--- src/rtl/frame_pos_pkg.sv ---
package frame_pos_pkg;

    localparam int FIELD_W  = 8;
    localparam int OFS_W    = 32;
    localparam int HF_LSB   = 24;
    localparam int WORD_LSB = 16;
    localparam int BF_LSB   = 0;

    typedef struct packed {
        logic [FIELD_W-1:0] hf;
        logic [FIELD_W-1:0] word;
        logic [FIELD_W-1:0] bf;
    } start_coord_t;

    function automatic int idx_width(input int limit);
        return (limit > 1) ? $clog2(limit) : 1;
    endfunction

    function automatic start_coord_t unpack_offset(input logic [OFS_W-1:0] raw);
        start_coord_t c;
        c.hf   = raw[HF_LSB   +: FIELD_W];
        c.word = raw[WORD_LSB +: FIELD_W];
        c.bf   = raw[BF_LSB   +: FIELD_W];
        return c;
    endfunction

endpackage

--- src/rtl/frame_pos_digit.sv ---
module frame_pos_digit #(
    parameter int LIMIT = 16,
    parameter int W     = 4
) (
    input  logic         clk_i,
    input  logic         rst_i,
    input  logic         clr_i,
    input  logic         inc_i,
    output logic [W-1:0] val_o,
    output logic         wrap_o
);
    localparam logic [W-1:0] LAST = W'(LIMIT - 1);

    logic [W-1:0] cnt_q;
    logic [W-1:0] cnt_nxt;

    generate
        if (LIMIT == (1 << W)) begin : g_pow2
            assign cnt_nxt = cnt_q + 1'b1;
        end else begin : g_cmp
            assign cnt_nxt = (cnt_q == LAST) ? '0 : cnt_q + 1'b1;
        end
    endgenerate

    always_ff @(posedge clk_i) begin
        if (rst_i || clr_i) begin
            cnt_q <= '0;
        end else if (inc_i) begin
            cnt_q <= cnt_nxt;
        end
    end

    assign wrap_o = inc_i && (cnt_q == LAST);
    assign val_o  = cnt_q;
endmodule

--- src/rtl/frame_start_match.sv ---
module frame_start_match
    import frame_pos_pkg::*;
#(
    parameter int WW = 4,
    parameter int BW = 8,
    parameter int HW = 8
) (
    input  logic          clk_i,
    input  logic          rst_i,
    input  logic          count_en_i,
    input  logic [WW-1:0] word_i,
    input  logic [BW-1:0] bf_i,
    input  logic [HW-1:0] hf_i,
    input  start_coord_t  target_i,
    output logic          start_o
);
    logic at_target;
    logic start_q;

    assign at_target = (target_i.word == FIELD_W'(word_i))
                    && (target_i.bf   == FIELD_W'(bf_i))
                    && (target_i.hf   == FIELD_W'(hf_i));

    always_ff @(posedge clk_i) begin
        if (rst_i) begin
            start_q <= 1'b0;
        end else begin
            start_q <= count_en_i && at_target;
        end
    end

    assign start_o = start_q;
endmodule

--- src/rtl/frame_start_gen.sv ---
module frame_start_gen
    import frame_pos_pkg::*;
#(
    parameter int WORDS_PER_BF = 16,
    parameter int BF_PER_HF    = 256,
    parameter int HF_PER_FRAME = 150,
    localparam int WW = idx_width(WORDS_PER_BF),
    localparam int BW = idx_width(BF_PER_HF),
    localparam int HW = idx_width(HF_PER_FRAME)
) (
    input  logic          clk_i,
    input  logic          rst_i,
    input  logic          word_stb_i,
    input  logic          frame_sync_i,
    input  logic [31:0]   start_ofs_i,
    output logic          start_o,
    output logic [WW-1:0] pos_word_o,
    output logic [BW-1:0] pos_bf_o,
    output logic [HW-1:0] pos_hf_o
);
    start_coord_t target;
    logic         count_en;
    logic         word_wrap;
    logic         bf_wrap;
    logic         hf_wrap;

    assign target   = unpack_offset(start_ofs_i);
    assign count_en = word_stb_i && !frame_sync_i;

    frame_pos_digit #(.LIMIT(WORDS_PER_BF), .W(WW)) u_word (
        .clk_i (clk_i), .rst_i (rst_i), .clr_i (frame_sync_i),
        .inc_i (count_en), .val_o (pos_word_o), .wrap_o (word_wrap)
    );

    frame_pos_digit #(.LIMIT(BF_PER_HF), .W(BW)) u_bf (
        .clk_i (clk_i), .rst_i (rst_i), .clr_i (frame_sync_i),
        .inc_i (word_wrap), .val_o (pos_bf_o), .wrap_o (bf_wrap)
    );

    frame_pos_digit #(.LIMIT(HF_PER_FRAME), .W(HW)) u_hf (
        .clk_i (clk_i), .rst_i (rst_i), .clr_i (frame_sync_i),
        .inc_i (bf_wrap), .val_o (pos_hf_o), .wrap_o (hf_wrap)
    );

    frame_start_match #(.WW(WW), .BW(BW), .HW(HW)) u_match (
        .clk_i      (clk_i),
        .rst_i      (rst_i),
        .count_en_i (count_en),
        .word_i     (pos_word_o),
        .bf_i       (pos_bf_o),
        .hf_i       (pos_hf_o),
        .target_i   (target),
        .start_o    (start_o)
    );

    logic unused_ok;
    assign unused_ok = ^{hf_wrap, start_ofs_i[15:8]};
endmodule

--- config.mk ---
export PLATFORM = sky130hd
export DESIGN_NAME = frame_start_gen
export DESIGN_NICKNAME = d
export VERILOG_FILES = /design/src/rtl/frame_pos_pkg.sv /design/src/rtl/frame_pos_digit.sv /design/src/rtl/frame_start_match.sv /design/src/rtl/frame_start_gen.sv
export SDC_FILE = /design/constraint.sdc
export NUM_CORES = 1
export LEC_CHECK = 0
export BUFFER_PORTS_ARGS = -buffer_cell sky130_fd_sc_hd__buf_4
export CAP_MARGIN = 0
export CORE_ASPECT_RATIO = 0.7
export CORE_MARGIN = 2
export CORE_UTILIZATION = 42
export DETAILED_ROUTE_END_ITERATION = 12
export PLACE_DENSITY = 0.75
export SYNTH_ARGS = -nofsm -noshare
export SYNTH_HDL_FRONTEND = slang
export SYNTH_SLANG_ARGS = --single-unit
--- constraint.sdc ---
create_clock -name clk_i -period 1.5 [get_ports clk_i]
set_input_delay 0.225 -clock clk_i [delete_from_list [all_inputs] [get_ports clk_i]]
set_output_delay 0.225 -clock clk_i [all_outputs]
set_load 0.01 [all_outputs]
==> results.toml, run 1 <==
[sta]
max-slew-margin-rel_pct = 70.34
finalHoldViolCount = 0
finalSetupViolations = 5
worst_pin_slew_ns = 0.4433
slew_violations = 0
skew_ns = 0.003422
setup_slack_ns = -0.01144
min_period_ns = 1.511
fin_crit_sh_pct = 100.8
rsz0062_at_grt = "yes"
max_freq_ghz = 0.6616
hold_slack_ns = 0.2314

[pwr]
leakagePower_nw = 0.8767
switching_share_pct = 22.52
fin_total_pwr_mw = 1.056
p_seq_share_pct = 52.6
vdd_drop_max_mv = 0.6667
p_int_mw = 0.8181
clkPwrFrac_pct = 34.4
switchingPower_mw = 0.2378
powerDensity_nw_per_um2 = 521.3
comb_power_share_pct = 13.0

[detailed_routing]
final_antenna_net_count = 0
wl_per_cell_um = 16.09
drc = 0
via_count = 1385
drt-vias-per-instance = 5.474
first_pass_iters = 4
drt_iter0_markers = 81
totalWireLength_mm = 4.072

[die]
die_y_um = 50.12
initial_core_util_pct = 44.89
die-area_sq_um = 3503
placementRows = 16
io_pins = 57
die_w_um = 69.89
core_sq_um = 2843

[logic_synthesis]
synth_top_area_share_pct = 32.94
synth_cell_types = 34
ys_warn_count = 0
synth_area_sq_um = 1276
ys_ff_latch = 21
synth.area.top_cells = "dfxtp_1 (33%), xor2_1 (13%), xnor2_1 (6.9%)"
synth_top_cell_by_area = "dfxtp_1"
synth.most_common_cell = "dfxtp_1"
syn_nets = 185
avgSynthCellArea_sq_um = 8.802
synth_async_sr_flop_share_pct = 0
yosysSeqAreaShare_pct = 32.94
synth-edff-count = 0
syn_inst = 145
synthFlopType = "dfxtp_1"
synth_common_cells = "dfxtp_1 (21), xor2_1 (19), nor2_1 (16), xnor2_1 (10), nor3_1 (7)"

[setup_path]
cp_max_fo = 6
path_class = "flop to flop"
critPathRequiredTime_ns = 1.65
cp_data_arrival_time_ns = 1.66
endpoint_kind = "flop"
slowest_delay_ns = 0.38
cp-start-kind = "flop"
crit_slowest_cell = "and4b_2"
worstPathCellList = "ha_4, nor4bb_4, and4b_2, o21ai_1, a32o_1"

[global_routing]
grt_max_degree = 16
grt_usage_pct = 24.35
grt_pass1_wl_mm = 6.548
grt_pass1_vias = 1366
grt_antenna_before_repair = 0
overflow = 0

[place]
portBuffers = 48
pre_cts_ws_ns = -0.1111
dp_hpwl_mm = 3.129
placed_area_sq_um = 1902
place.gp.congestion = 0.8487

[clock_tree]
clockRootBuffer = "clkbuf_8"
cts_max_level = 1
numCtsBuffers = 3
clk_pin_slew_ns = 0.07
cts.sinks = 21
clk_latency_ns = 0.26
cts_hold_buffers = 0
tritoncts = "built"
clockBufferDepth = 2

[hold_path]
min_path_type = "primary input to flop"

[finish]
diodes = 0
final_util_pct = 71.26
area_delta_synth_final_pct = 58.73
drive_above_1_share_pct = 48.85
finalInstanceArea_sq_um = 2026
fillers = 219
nets = 258

[outcome]
violations = "negative setup slack"
outcome = "finished, violations left"

[flow_run]
maxCapViolCount = 0
## cell usage in the layout, fill, tap and decap left out, types with 2 or more instances in the layout
master    count
a32o_1        6
and3_4        2
buf_4        74
clkbuf_8      3
dfxtp_1      12
dfxtp_2       5
dfxtp_4       4
ha_4          3
inv_1         3
mux2i_1       2
nand2_1       5
nand3_1       3
nand3b_1      2
nand4_1       6
nand4b_1      2
nor2_1       16
nor3_1        7
nor3b_1       2
nor4_1        4
nor4_2        2
o21ai_1       5
or3_1         2
xnor2_1      10
xor2_1       19
## state kept, by name, summed over array words and instances, names as in the netlist
register and flops:
u_word.val_o 4, u_match.start_o 1, u_hf.val_o 8, u_bf.val_o 8
## worst paths after layout
kind	slack, ns	to	from	cells after the start
max	-0.01	u_hf.val_o[5]	u_hf.val_o[0]	5
min	0.23	u_match.start_o	start_ofs_i[20]	4
max reg2reg	-0.01	u_hf.val_o[5]	u_hf.val_o[0]	5
min reg2reg	0.63	u_hf.val_o[1]	u_hf.val_o[1]	3
## final cells by class
type / instances / area [sq um] / area share (%)
Sequential cell: 21 / 441.7 / 21.80
Multi-Input combinational cell: 113 / 912.1 / 45.03
Clock buffer: 4 / 45.04 / 2.224
Timing Repair Buffer: 75 / 566.8 / 27.98
Inverter: 4 / 15.01 / 0.7412
Tap cell: 36 / 45.04 / 2.224
## power by group through the flow
| stage | sequential, mW | combinational, mW | clock (mW) |
|---|---|---|---|
| 6_report | 0.555 | 0.137 | 0.363 |
| 3_5_place_dp | 0.568 | 0.131 | 0 |
| 5_1_grt | 0.555 | 0.147 | 0.408 |
| 3_3_place_gp | 0.568 | 0.125 | 0 |
| 4_1_cts | 0.555 | 0.133 | 0.368 |
| 2_1_floorplan | 0.570 | 0.0427 | 0 |
## cell families (layout without fill, tap and decap cells)
family / Yosys count / after routing / share of synthesized area, %
flops: 21 / 21 / 32.94
compound gates: 16 / 16 / 8.922
simple gates: 62 / 62 / 28.73
fa+ha+maj: 4 / 4 / 3.922
xor+xnor: 29 / 29 / 19.90
mux: 2 / 2 / 1.569
buf+inv: 11 / 83 / 4.018
## what timing repair did
action	CTS	global route
pin swaps	6	1
gates resized for setup	11	5
hold endpoints to repair	0	0
setup endpoints to repair	7	9
buffers inserted	0	1
## routing by layer
metal,share of wire (%),wire length (um),global-route usage (%)
met4,2.2,91,6.090
met3,6.3,258,6.135
met5,0,0,0
met2,51,2082,43.65
met1,40,1639,29.28
## critical path, delay by kind of cell (launching register included)
kind                     cells  cell delay, ns
AND/OR/NAND/NOR              2            0.60
adder cells (fa/ha/maj)      1            0.14
flip-flops                   1            0.37
AO/OA/AOI/OAI                2            0.31
## stage by stage
stage / setup TNS (ns) / instances
after floorplan: -0.008589 / 145
after global placement: -0.0008278 / 248
after detailed placement: -0.4715 / 248
after CTS: -0.0005890 / 252
after global routing: -0.5074 / 253
final: -0.02808 / 253
Note: power is estimated with default switching activity, not from simulation.
==> run 2, diff against run 1 <==
- CORE_ASPECT_RATIO: 0.7 -> 1.25
- REMOVE_ABC_BUFFERS: not set -> 1
==> run 2 against run 1 <==
Effect of this change: the flow still finishes with violations (negative setup slack); cell area decreased by 1.8%; clock skew hardly changed; via count rose by 1.4%; maximum frequency decreased by 4.7%; sequential share of layout area is 0.42 points lower; largest cell class unchanged.
==> results.toml, run 2 (synthesis gave the netlist of run 1 again) <==
[outcome]
outcome = "finished, violations left"
violations = "negative setup slack"

[flow_run]
maxCapViolCount = 0

[setup_path]
slowest_delay_ns = 0.37
reg2reg_slack_ns = -0.09
critPathRequiredTime_ns = 1.71
cp-start-kind = "flop"
crit_family = "simple AND/OR/NAND/NOR gates"
worstPathCellList = "ha_4, nand3b_1, nor4_4, buf_2, buf_4, nand2b_1, a21oi_1"
path_class = "flop to flop"
cp_max_fo = 4
path_buf_inv = 2
timing.rr.start = "u_word.val_o[0]"
rr_worst_depth = 7
cp_data_arrival_time_ns = 1.80
endpoint_kind = "flop"
crit_slowest_cell = "dfxtp_2"
r2r-end = "u_hf.val_o[1]"

[finish]
drive_above_1_share_pct = 45.00
diodes = 0
layout_commonest_cell = "buf_4"
final_util_pct = 68.18
area_delta_synth_final_pct = 55.88
layoutNonFillerInstCount = 256
layout_common_cells = "buf_4 (76), xor2_1 (19), dfxtp_1 (17)"
nets = 261

[hold_path]
worstHoldEndpoint = "u_match.start_o"
min_path_type = "primary input to flop"
min_delay_path_depth = 4
hp-start = "start_ofs_i[20]"

[place]
portBuffers = 48
pre_cts_ws_ns = -0.1297
dp.cells = 246
place.gp.congestion = 0.8078
dp_hpwl_mm = 2.816

[sta]
slew_violations = 0
fin_crit_sh_pct = 105.8
skew_ns = 0.002932
finalSetupViolations = 8
max-slew-margin-rel_pct = 76.87
max_freq_ghz = 0.6304
min_period_ns = 1.586
finalHoldViolCount = 0
rsz0062_at_grt = "yes"
hold_slack_ns = 0.1595
final.setup.tns_ns = -0.5634
setup_slack_ns = -0.08634
worst_pin_slew_ns = 0.3421

[pwr]
powerDensity_nw_per_um2 = 495.0
clkPwrFrac_pct = 29.4
p_seq_share_pct = 57.0
vdd_drop_max_mv = 0.3488
leakagePower_nw = 0.8989
switchingPower_mw = 0.2451
switching_share_pct = 24.89
comb_power_share_pct = 13.5
p_int_mw = 0.7397

[global_routing]
grt_max_degree = 12
grt_usage_pct = 24.26
overflow = 0
grt_pass1_vias = 1387
grt_antenna_before_repair = 0
grt_pass1_wl_mm = 6.141

[detailed_routing]
totalWireLength_mm = 3.940
drc = 0
first_pass_iters = 4
drt_iter0_markers = 42
final_antenna_net_count = 0
via_count = 1405
wl_per_cell_um = 15.39
drt-vias-per-instance = 5.488

[clock_tree]
cts_max_level = 1
clk_pin_slew_ns = 0.12
numCtsBuffers = 3
cts.sinks = 21
clockRootBuffer = "clkbuf_4"
clk_latency_ns = 0.32
tritoncts = "built"
clockBufferDepth = 2

[die]
die-area_sq_um = 3498
die_y_um = 65.63
io_pins = 57
die_w_um = 53.31
initial_core_util_pct = 43.74
core_sq_um = 2918
placementRows = 22
[run 2: changes by cell type in the layout (fill, tap and decap cells not counted), moves of 3 or more]
cell	previous run	this run
clkbuf_4	0	3
clkbuf_8	3	0
dfxtp_1	12	17
dfxtp_4	4	0
[run 2: final cells by class]
class                      instances  area [sq um]
clock buffer                       4         26.28
fill                             241         928.4
inverter                           4         15.01
multi-input combinational        113         890.9
sequential                        21         425.4
tap                               36         45.04
timing repair buffer              78         586.8
[run 2: metrics by stage]
| step | cell area [sq um] | power, mW |
|---|---|---|
| after floorplan | 1240 | 0.6130 |
| after global placement | 1826 | 0.6980 |
| after detailed placement | 1826 | 0.7016 |
| after CTS | 1954 | 0.9862 |
| after global routing | 1989 | 1.025 |
| final | 1989 | 0.9847 |
[run 2: repair_timing]
item,4_1_cts,5_1_grt
pin swaps,11,6
hold buffers,0,0
buffers inserted,5,2
endpoints found under the setup margin,7,11
resized for setup,14,7
cloned,1,0
[run 2: worst min-delay path, delay by kind of cell]
family / cells / cell delay, ns
buffers and inverters: 1 / 0.08
and+or+nand+nor: 3 / 0.15
[run 2: power groups by stage]
stage	clock [mW]	sequential [mW]	combinational, mW
after global placement	0	0.573	0.125
after floorplan	0	0.575	0.0376
final	0.290	0.562	0.133
after global routing	0.318	0.562	0.145
after CTS	0.294	0.562	0.130
after detailed placement	0	0.573	0.129
[run 2: routing by layer]
metal  global-route usage, %  part of all wire [%]
met5                       0                     0
met4                   14.10                   3.4
met3                   2.045                   5.4
met2                   42.28                    51
met1                   27.90                    40
[run 2: worst max-delay path by stage]
stage / from / to / depth (start not counted)
3_5_place_dp: u_bf.val_o[0] / u_hf.val_o[5] / 6
6_report: u_word.val_o[0] / u_hf.val_o[1] / 7
3_3_place_gp: u_bf.val_o[0] / u_hf.val_o[2] / 6
2_1_floorplan: u_bf.val_o[0] / u_hf.val_o[2] / 5
4_1_cts: u_bf.val_o[1] / u_hf.val_o[6] / 6
5_1_grt: u_word.val_o[0] / u_hf.val_o[1] / 7
